==> config.mk <==
export PLATFORM = sky130hd
export DESIGN_NAME = nvmx_access_ctrl
export DESIGN_NICKNAME = d
export VERILOG_FILES = /design/src/rtl/nvmx_pkg.sv /design/src/rtl/nvmx_unlock.sv /design/src/rtl/nvmx_pagebuf.sv /design/src/rtl/nvmx_cmd.sv /design/src/rtl/nvmx_access_ctrl.sv
export SDC_FILE = /design/constraint.sdc
export NUM_CORES = 1
export LEC_CHECK = 0
export ABC_AREA = 0
export ABC_CLOCK_PERIOD_IN_PS = 13250
export CORE_ASPECT_RATIO = 1.2
export CORE_UTILIZATION = 24
export DETAILED_ROUTE_END_ITERATION = 12
export PLACE_DENSITY_LB_ADDON = 0.05
export SETUP_SLACK_MARGIN = 0.2
export SKIP_LAST_GASP = 1
export SYNTH_ARGS = -nofsm -noshare
export SYNTH_HDL_FRONTEND = slang
export SYNTH_SLANG_ARGS = --single-unit
==> constraint.sdc <==
create_clock -name clk -period 13.25 [get_ports clk]
set_clock_uncertainty 0.2 [all_clocks]
set_input_delay 3.975 -clock clk [delete_from_list [all_inputs] [get_ports clk]]
set_output_delay 3.975 -clock clk [all_outputs]
set_load 0.01 [all_outputs]
==> src/rtl/nvmx_pkg.sv <==
package nvmx_pkg;

    localparam logic [7:0] RESET_SIG = 8'h59;

    localparam logic [2:0] REG_SIG  = 3'd0;
    localparam logic [2:0] REG_KEY  = 3'd1;
    localparam logic [2:0] REG_STAT = 3'd2;
    localparam logic [2:0] REG_CMD  = 3'd3;
    localparam logic [2:0] REG_CTRL = 3'd4;

    localparam logic [2:0] CMD_NOP       = 3'd0;
    localparam logic [2:0] CMD_READ      = 3'd1;
    localparam logic [2:0] CMD_BUFLD     = 3'd2;
    localparam logic [2:0] CMD_PERASE    = 3'd3;
    localparam logic [2:0] CMD_PWRITE    = 3'd4;
    localparam logic [2:0] CMD_CHIPERASE = 3'd5;
    localparam logic [2:0] CMD_CRC       = 3'd6;

    typedef enum logic [1:0] {
        ST_OFF = 2'd0,
        ST_KEY = 2'd1,
        ST_ON  = 2'd2
    } unlock_e;

    function automatic logic cmd_is_action(logic [2:0] c);
        return (c == CMD_CHIPERASE) || (c == CMD_CRC);
    endfunction

    function automatic logic cmd_is_store(logic [2:0] c);
        return (c == CMD_BUFLD) || (c == CMD_PERASE) || (c == CMD_PWRITE);
    endfunction

    function automatic logic cmd_lock_exempt(logic [2:0] c);
        return (c == CMD_CHIPERASE) || (c == CMD_CRC);
    endfunction

endpackage

==> src/rtl/nvmx_unlock.sv <==
module nvmx_unlock
    import nvmx_pkg::*;
#(
    parameter int KEY_BYTES = 8,
    parameter logic [8*KEY_BYTES-1:0] KEY_VAL = 64'hC3A5_1F60_9E27_D84B
) (
    input  logic       clk,
    input  logic       rst_n,
    input  logic       sig_we,
    input  logic       key_we,
    input  logic [7:0] wdata,
    output logic       on
);
    localparam int IW = (KEY_BYTES > 1) ? $clog2(KEY_BYTES) : 1;

    typedef struct packed {
        unlock_e         stage;
        logic [IW-1:0]   idx;
    } ul_t;

    ul_t st_d, st_q;

    always_comb begin
        st_d = st_q;
        if (sig_we) begin
            st_d.idx = '0;
            st_d.stage = (wdata == RESET_SIG) ? ST_KEY : ST_OFF;
        end else if (key_we && st_q.stage == ST_KEY) begin
            if (wdata == KEY_VAL[st_q.idx*8 +: 8]) begin
                if (st_q.idx == IW'(KEY_BYTES - 1)) begin
                    st_d.stage = ST_ON;
                    st_d.idx   = '0;
                end else begin
                    st_d.idx = st_q.idx + 1'b1;
                end
            end else begin
                st_d.stage = ST_OFF;
                st_d.idx   = '0;
            end
        end
    end

    always_ff @(posedge clk or negedge rst_n) begin
        if (!rst_n) st_q <= '{stage: ST_OFF, idx: '0};
        else        st_q <= st_d;
    end

    assign on = (st_q.stage == ST_ON);

    AST_ON_AFTER_KEY: assert property (@(posedge clk) disable iff (!rst_n)
        $rose(on) |-> $past(key_we)) else $error("enable without key write");
    AST_SIG_DROPS_ON: assert property (@(posedge clk) disable iff (!rst_n)
        sig_we |=> !on) else $error("enable survived signature write");

endmodule

==> src/rtl/nvmx_pagebuf.sv <==
module nvmx_pagebuf #(
    parameter int DEPTH = 64,
    localparam int IDXW = $clog2(DEPTH)
) (
    input  logic            clk,
    input  logic            rst_n,
    input  logic            we,
    input  logic [IDXW-1:0] widx,
    input  logic [7:0]      wdata,
    input  logic            clr,
    input  logic [IDXW-1:0] ridx,
    output logic [7:0]      rdata
);
    typedef struct packed {
        logic [DEPTH-1:0][7:0] cells;
    } pb_t;

    pb_t pb_d, pb_q;

    always_comb begin
        pb_d = pb_q;
        if (clr) begin
            pb_d.cells = '0;
        end else if (we) begin
            pb_d.cells[widx] = wdata;
        end
    end

    always_ff @(posedge clk or negedge rst_n) begin
        if (!rst_n) pb_q <= '0;
        else        pb_q <= pb_d;
    end

    assign rdata = pb_q.cells[ridx];

    AST_CLR_EMPTIES: assert property (@(posedge clk) disable iff (!rst_n)
        clr |=> (pb_q.cells == '0)) else $error("buffer not empty after clear");

endmodule

==> src/rtl/nvmx_cmd.sv <==
module nvmx_cmd
    import nvmx_pkg::*;
#(
    parameter int AW  = 24,
    parameter int PBW = 6
) (
    input  logic            clk,
    input  logic            rst_n,
    input  logic            on,
    input  logic            cmd_we,
    input  logic [2:0]      cmd_wdata,
    input  logic            trig_act,
    input  logic            ld,
    input  logic            st,
    input  logic [AW-PBW-1:0] page_in,
    input  logic            lock_rd,
    input  logic            lock_wr,
    input  logic            mem_done,
    input  logic            err_clr,
    output logic [2:0]      cmd,
    output logic            busy,
    output logic            err,
    output logic            rd_go,
    output logic            blocked,
    output logic            buf_we,
    output logic            buf_clr,
    output logic            mem_start,
    output logic [2:0]      mem_op,
    output logic [AW-PBW-1:0] mem_page
);
    localparam int PGW = AW - PBW;

    typedef struct packed {
        logic [2:0]     cmd;
        logic           busy;
        logic           err;
        logic           start;
        logic [2:0]     op;
        logic [PGW-1:0] page;
    } cs_t;

    cs_t cs_d, cs_q;
    logic locked;
    logic hit;

    always_comb begin
        cs_d    = cs_q;
        cs_d.start = 1'b0;
        rd_go   = 1'b0;
        buf_we  = 1'b0;
        buf_clr = 1'b0;
        locked  = lock_rd & lock_wr;
        hit     = 1'b0;

        if (cmd_we)  cs_d.cmd = cmd_wdata;
        if (err_clr) cs_d.err = 1'b0;

        if (cs_q.busy && mem_done) begin
            cs_d.busy = 1'b0;
            buf_clr   = (cs_q.op == CMD_PWRITE);
        end

        if (on && !cs_q.busy) begin
            hit = (trig_act && cmd_is_action(cs_q.cmd))
               || (ld && cs_q.cmd == CMD_READ)
               || (st && cmd_is_store(cs_q.cmd));
            if (hit) begin
                if (locked && !cmd_lock_exempt(cs_q.cmd)) begin
                    cs_d.err = 1'b1;
                end else if (cs_q.cmd == CMD_READ) begin
                    rd_go = 1'b1;
                end else if (cs_q.cmd == CMD_BUFLD) begin
                    buf_we = 1'b1;
                end else begin
                    cs_d.busy  = 1'b1;
                    cs_d.start = 1'b1;
                    cs_d.op    = cs_q.cmd;
                    cs_d.page  = cmd_is_action(cs_q.cmd) ? '0 : page_in;
                end
            end
        end
    end

    always_ff @(posedge clk or negedge rst_n) begin
        if (!rst_n) cs_q <= '0;
        else        cs_q <= cs_d;
    end

    assign cmd       = cs_q.cmd;
    assign busy      = cs_q.busy;
    assign err       = cs_q.err;
    assign mem_start = cs_q.start;
    assign mem_op    = cs_q.op;
    assign mem_page  = cs_q.page;
    assign blocked   = ld && on && cs_q.busy;

    AST_START_ONE_CYCLE: assert property (@(posedge clk) disable iff (!rst_n)
        mem_start |=> !mem_start) else $error("start longer than one cycle");
    AST_BUSY_UNTIL_DONE: assert property (@(posedge clk) disable iff (!rst_n)
        busy && !mem_done |=> busy) else $error("busy dropped without done");
    AST_LOCK_FILTER: assert property (@(posedge clk) disable iff (!rst_n)
        mem_start && $past(lock_rd && lock_wr) |-> (mem_op == CMD_CHIPERASE || mem_op == CMD_CRC))
        else $error("locked command started");

endmodule

==> src/rtl/nvmx_access_ctrl.sv <==
module nvmx_access_ctrl
    import nvmx_pkg::*;
#(
    parameter int AW        = 24,
    parameter int BUF_BYTES = 64,
    parameter int KEY_BYTES = 8,
    parameter logic [8*KEY_BYTES-1:0] KEY_VAL = 64'hC3A5_1F60_9E27_D84B,
    localparam int PBW = $clog2(BUF_BYTES),
    localparam int PGW = AW - PBW
) (
    input  logic           clk,
    input  logic           rst_n,
    input  logic           bus_ctl,
    input  logic [AW-1:0]  bus_addr,
    input  logic           bus_wr,
    input  logic           bus_rd,
    input  logic [7:0]     bus_wdata,
    output logic [7:0]     bus_rdata,
    output logic           bus_rvalid,
    output logic           bus_blocked,
    input  logic           lock_rd,
    input  logic           lock_wr,
    output logic           nvm_on,
    output logic           busy,
    output logic           mem_rd,
    output logic [AW-1:0]  mem_addr,
    input  logic [7:0]     mem_rdata,
    output logic           mem_start,
    output logic [2:0]     mem_op,
    output logic [PGW-1:0] mem_page,
    input  logic           mem_done,
    input  logic [PBW-1:0] mem_buf_idx,
    output logic [7:0]     mem_buf_data
);
    typedef struct packed {
        logic [7:0] rdata;
        logic       rvalid;
        logic       blocked;
    } rp_t;

    rp_t rp_d, rp_q;

    logic [2:0] reg_sel;
    logic ctl_wr, ctl_rd, nvm_st, nvm_ld;
    logic sig_we, key_we, cmd_we, err_clr, trig_act;
    logic [2:0] cmd;
    logic err, rd_go, blocked, buf_we, buf_clr;

    assign reg_sel  = bus_addr[2:0];
    assign ctl_wr   = bus_wr &  bus_ctl;
    assign ctl_rd   = bus_rd &  bus_ctl;
    assign nvm_st   = bus_wr & ~bus_ctl;
    assign nvm_ld   = bus_rd & ~bus_ctl;
    assign sig_we   = ctl_wr && reg_sel == REG_SIG;
    assign key_we   = ctl_wr && reg_sel == REG_KEY;
    assign cmd_we   = ctl_wr && reg_sel == REG_CMD;
    assign err_clr  = ctl_wr && reg_sel == REG_STAT && bus_wdata[2];
    assign trig_act = ctl_wr && reg_sel == REG_CTRL && bus_wdata[0];

    nvmx_unlock #(.KEY_BYTES(KEY_BYTES), .KEY_VAL(KEY_VAL)) i_unlock (
        .clk(clk), .rst_n(rst_n), .sig_we(sig_we), .key_we(key_we),
        .wdata(bus_wdata), .on(nvm_on)
    );

    nvmx_cmd #(.AW(AW), .PBW(PBW)) i_cmd (
        .clk(clk), .rst_n(rst_n), .on(nvm_on), .cmd_we(cmd_we),
        .cmd_wdata(bus_wdata[2:0]), .trig_act(trig_act), .ld(nvm_ld), .st(nvm_st),
        .page_in(bus_addr[AW-1:PBW]), .lock_rd(lock_rd), .lock_wr(lock_wr),
        .mem_done(mem_done), .err_clr(err_clr), .cmd(cmd), .busy(busy), .err(err),
        .rd_go(rd_go), .blocked(blocked), .buf_we(buf_we), .buf_clr(buf_clr),
        .mem_start(mem_start), .mem_op(mem_op), .mem_page(mem_page)
    );

    nvmx_pagebuf #(.DEPTH(BUF_BYTES)) i_pagebuf (
        .clk(clk), .rst_n(rst_n), .we(buf_we), .widx(bus_addr[PBW-1:0]),
        .wdata(bus_wdata), .clr(buf_clr), .ridx(mem_buf_idx), .rdata(mem_buf_data)
    );

    assign mem_rd   = rd_go;
    assign mem_addr = bus_addr;

    always_comb begin
        rp_d.rvalid  = bus_rd;
        rp_d.rdata   = 8'h00;
        rp_d.blocked = 1'b0;
        if (ctl_rd) begin
            case (reg_sel)
                REG_STAT: rp_d.rdata = {5'b0, err, busy, nvm_on};
                REG_CMD:  rp_d.rdata = {5'b0, cmd};
                default:  rp_d.rdata = 8'h00;
            endcase
        end else if (nvm_ld) begin
            rp_d.blocked = blocked;
            if (rd_go) rp_d.rdata = mem_rdata;
        end
    end

    always_ff @(posedge clk or negedge rst_n) begin
        if (!rst_n) rp_q <= '0;
        else        rp_q <= rp_d;
    end

    assign bus_rdata   = rp_q.rdata;
    assign bus_rvalid  = rp_q.rvalid;
    assign bus_blocked = rp_q.blocked;

    AST_BLOCKED_ZERO: assert property (@(posedge clk) disable iff (!rst_n)
        bus_blocked |-> (bus_rdata == 8'h00 && bus_rvalid)) else $error("blocked read leaked data");
    AST_RD_NEEDS_ON: assert property (@(posedge clk) disable iff (!rst_n)
        mem_rd |-> (nvm_on && !busy)) else $error("array read while closed or busy");
    AST_START_NEEDS_ON: assert property (@(posedge clk) disable iff (!rst_n)
        mem_start |-> $past(nvm_on)) else $error("start while closed");

endmodule

==> results.yml <==
outcome:
  outcome: "completed"
critical_path:
  critPathCaptureType: "output port"
  r2r-start: "i_cmd.busy"
  cp-start-kind: "primary input"
  worstSetupPathType: "primary input to output port"
  crit_path_top_delay_cell: "clkdlybuf4s50_1"
  setup.reg_to_reg.worst_slack_ps: 9220
  cp.buffers_inverters: 2
  worstRegToRegCells: 6
  timing.critical_path.cells: "clkdlybuf4s50_1 -> nand2b_1 -> o22ai_1 -> o21ai_0 -> a22o_1 -> clkdlybuf4s50_1"
  worst_path_most_repeated_cell: "clkdlybuf4s50_1"
  critPathMaxFanout: 17
  required_ps: 9070
  worst-endpoint-arrival_ps: 7480
  critical_path.reg2reg.endpoint: "i_pagebuf.pb_q[177]"
  cp_slowest_stage_delay_ps: 1080
  crit_family: "buffers and inverters"
synthesis:
  ys_types: 66
  post_synth.cell_area_avg_um2: 11.5
  yosysSeqAreaShare_pct: 47.9
  async_flop_share_pct: 100
  synth_enable_flop_cells: 0
  postSynthCellCount: 2514
  syn-cell-area_mm2: 0.0289
  dominantRegCellSynth: "dfrtp_1"
  postSynthRegisterBits: 554
  postSynthNetCount: 2575
  synth.yosys.warnings: 0
global_route:
  globalRoute.totalOverflow: 0
  grt_max_degree: 188
  grt_antenna_before_repair: 4
  first_global_vias: 21946
  grt_pass1_wl_um: 163000
  grt_util_all_layers_pct: 18.2
final_layout:
  areaGrowthSynthToFinish_pct: 16.2
  diode_count: 0
  finalNetCount: 2521
  drive_gt1_share_pct: 15.2
  layout_commonest_cell: "dfrtp_1"
  finish.instance_area_mm2: 0.0336
  final_cell_mix: "554 x dfrtp_1, 431 x mux2i_1, 392 x nor2_1"
clock_network:
  cts.sinks: 554
  clkTransAtPathRegs_ps: 50
  clock_path_buffers: 3
  cts_root_buffer: "clkbuf_16"
  clock_latency_ps: 660
  cts_max_level: 3
  cts-buffers-inserted: 71
  tritoncts: "done"
  post_cts_sizing_count: 0
  post_cts_hold_buffer_count: 0
  cts_post_setup_buffers_inserted: 0
timing:
  timing_max_transition_violations_final: 0
  setup_repair_after_global_routing_missed_its_margin: "false"
  timing.final.crit_period_ps: 11660
  slew_headroom_pct: 18.9
  fmax_mhz: 85.8
  final-setup-viol-count: 0
  finalSetupTns_ps: 0
  timing.final.crit_share_pct: 88.0
  final-hold-violation-count: 0
  tightest_slew_ps: 1220
  postLayoutSetupSlackWorst_ps: 1590
  fin_hold_ws_ps: 319
placement:
  postPlaceCellArea_mm2: 0.0312
  finalWeightedCongestion: 0.759
  placement.io_buffers: 120
  detailed_place_hpwl_um: 63100
  placement.setup.worst_slack_ps: 1670
die:
  ioPinCount: 121
  coreArea_mm2: 0.120
  chipHeight_um: 382
  start_util_pct: 24.2
  chipWidth_um: 319
  design.die.area_mm2: 0.122
  core.rowCount: 139
hold_path:
  min_path_type: "register to register"
  hold_path_startpoint: "i_pagebuf.pb_q[166]"
  timing.hold.worst_endpoint: "i_pagebuf.pb_q[166]"
  hold_path_depth: 2
drt:
  dr.pass1.iters: 5
  num_vias: 20813
  finalWirelength_um: 111000
  drt_iter0_markers: 1381
  drc_errors: 0
  vias_per_cell: 5.12
  antenna_left: 0
  wire_per_inst_um: 27.3
power:
  cellPowerDensity_mw_per_mm2: 121
  swShare_pct: 25.7
  power.leakage_nw: 17.3
  clkPwrFrac_pct: 50.6
  p_switching_w: 0.00104
  power_frac_seq_pct: 41.9
  combPwrFrac_pct: 7.5
  power_report.internal_total_w: 0.00301
  vdd_ir_drop_max_uv: 63.6
run:
  drv.max_cap_violation_count: 0
==> how the worst max path moves through the flow <==
stage	start	end	slack, ps	depth (start not counted)
final	mem_buf_idx[4]	mem_buf_data[2]	1590	6
after global placement	mem_buf_idx[4]	mem_buf_data[5]	1760	6
after CTS	mem_buf_idx[4]	mem_buf_data[2]	1660	6
after floorplan	mem_buf_idx[0]	mem_buf_data[0]	3220	7
after detailed placement	mem_buf_idx[4]	mem_buf_data[2]	1670	6
after global routing	mem_buf_idx[4]	mem_buf_data[2]	1530	6
==> area by class of cell <==
type	count	area, µm²
fillers	12445	86000
flip-flops and latches	554	13900
multi-input cells	1635	13600
clock buffers	108	2180
well taps	1551	1940
repair buffers	170	1660
clock inverters	16	241
inverters	28	105
==> synthesized netlist by cell type (all sizes together), types with 8 or more instances <==
library cell / count / area (µm²)
a211oi: 13 / 97.6
a21oi: 140 / 701
a221oi: 8 / 70.1
and2: 13 / 81.3
buf: 130 / 784
clkbuf: 167 / 649
dfrtp: 554 / 13900
inv: 28 / 105
mux2i: 431 / 4310
mux4: 128 / 2880
nand2: 42 / 158
nand4: 131 / 820
nor2: 393 / 1480
nor2b: 10 / 62.6
o2111ai: 26 / 378
o211ai: 25 / 308
o21ai: 21 / 105
o221ai: 14 / 123
o22ai: 16 / 100
o31ai: 129 / 968
==> per-layer routing <==
metal | GRT usage, % | share of wire [%]
met4 | 5.43 | 2.2
met5 | 0 | 0.012
met3 | 2.90 | 4.4
met1 | 24.3 | 45
met2 | 30.3 | 48
==> per-stage QoR <==
stage	instances	power, W	util [%]
floorplan	2514	0.00189	-
global placement	3938	0.00204	26.1
detailed placement	3938	0.00204	26.1
CTS	4062	0.00415	28.1
global route	4062	0.00422	28.1
finish	4062	0.00406	28.1
==> kinds of logic (layout without fill, tap and decap cells) <==
| logic type | count (synthesis) | in the layout | synth area share, % |
|---|---|---|---|
| AOI/OAI and AO/OA | 420 | 420 | 10.8 |
| xor gates and xnor gates | 5 | 5 | 0.151 |
| adders and majority gates | 7 | 7 | 0.303 |
| buffers and inverters | 325 | 322 | 5.32 |
| DFF | 554 | 554 | 47.9 |
| muxes | 565 | 565 | 25.1 |
| and+or+nand+nor | 638 | 638 | 10.4 |
==> registers in the layout, summed over array words and instances, names as in the netlist, 3 cells and up <==
register / count
i_unlock.st_q: 5
i_cmd.mem_page: 18
i_cmd.cmd: 3
i_pagebuf.pb_q: 512
i_cmd.mem_op: 3
bus_rdata: 8
==> power by group through the flow <==
stage | logic [W] | registers, W | clock network [W]
2_1_floorplan | 0.000163 | 0.00173 | 0
3_3_place_gp | 0.000308 | 0.00173 | 0
3_5_place_dp | 0.000312 | 0.00173 | 0
4_1_cts | 0.000313 | 0.00170 | 0.00214
5_1_grt | 0.000327 | 0.00170 | 0.00219
6_report | 0.000304 | 0.00170 | 0.00205
==> worst reg2reg max path, stage by stage (launching register included) <==
cell,delay (ps)
dfrtp_1,480
or3b_1,700
or2_4,400
a2111oi_4,800
buf_4,890
nand4_1,290
a21oi_1,180
(Power assumes the default switching activity.)
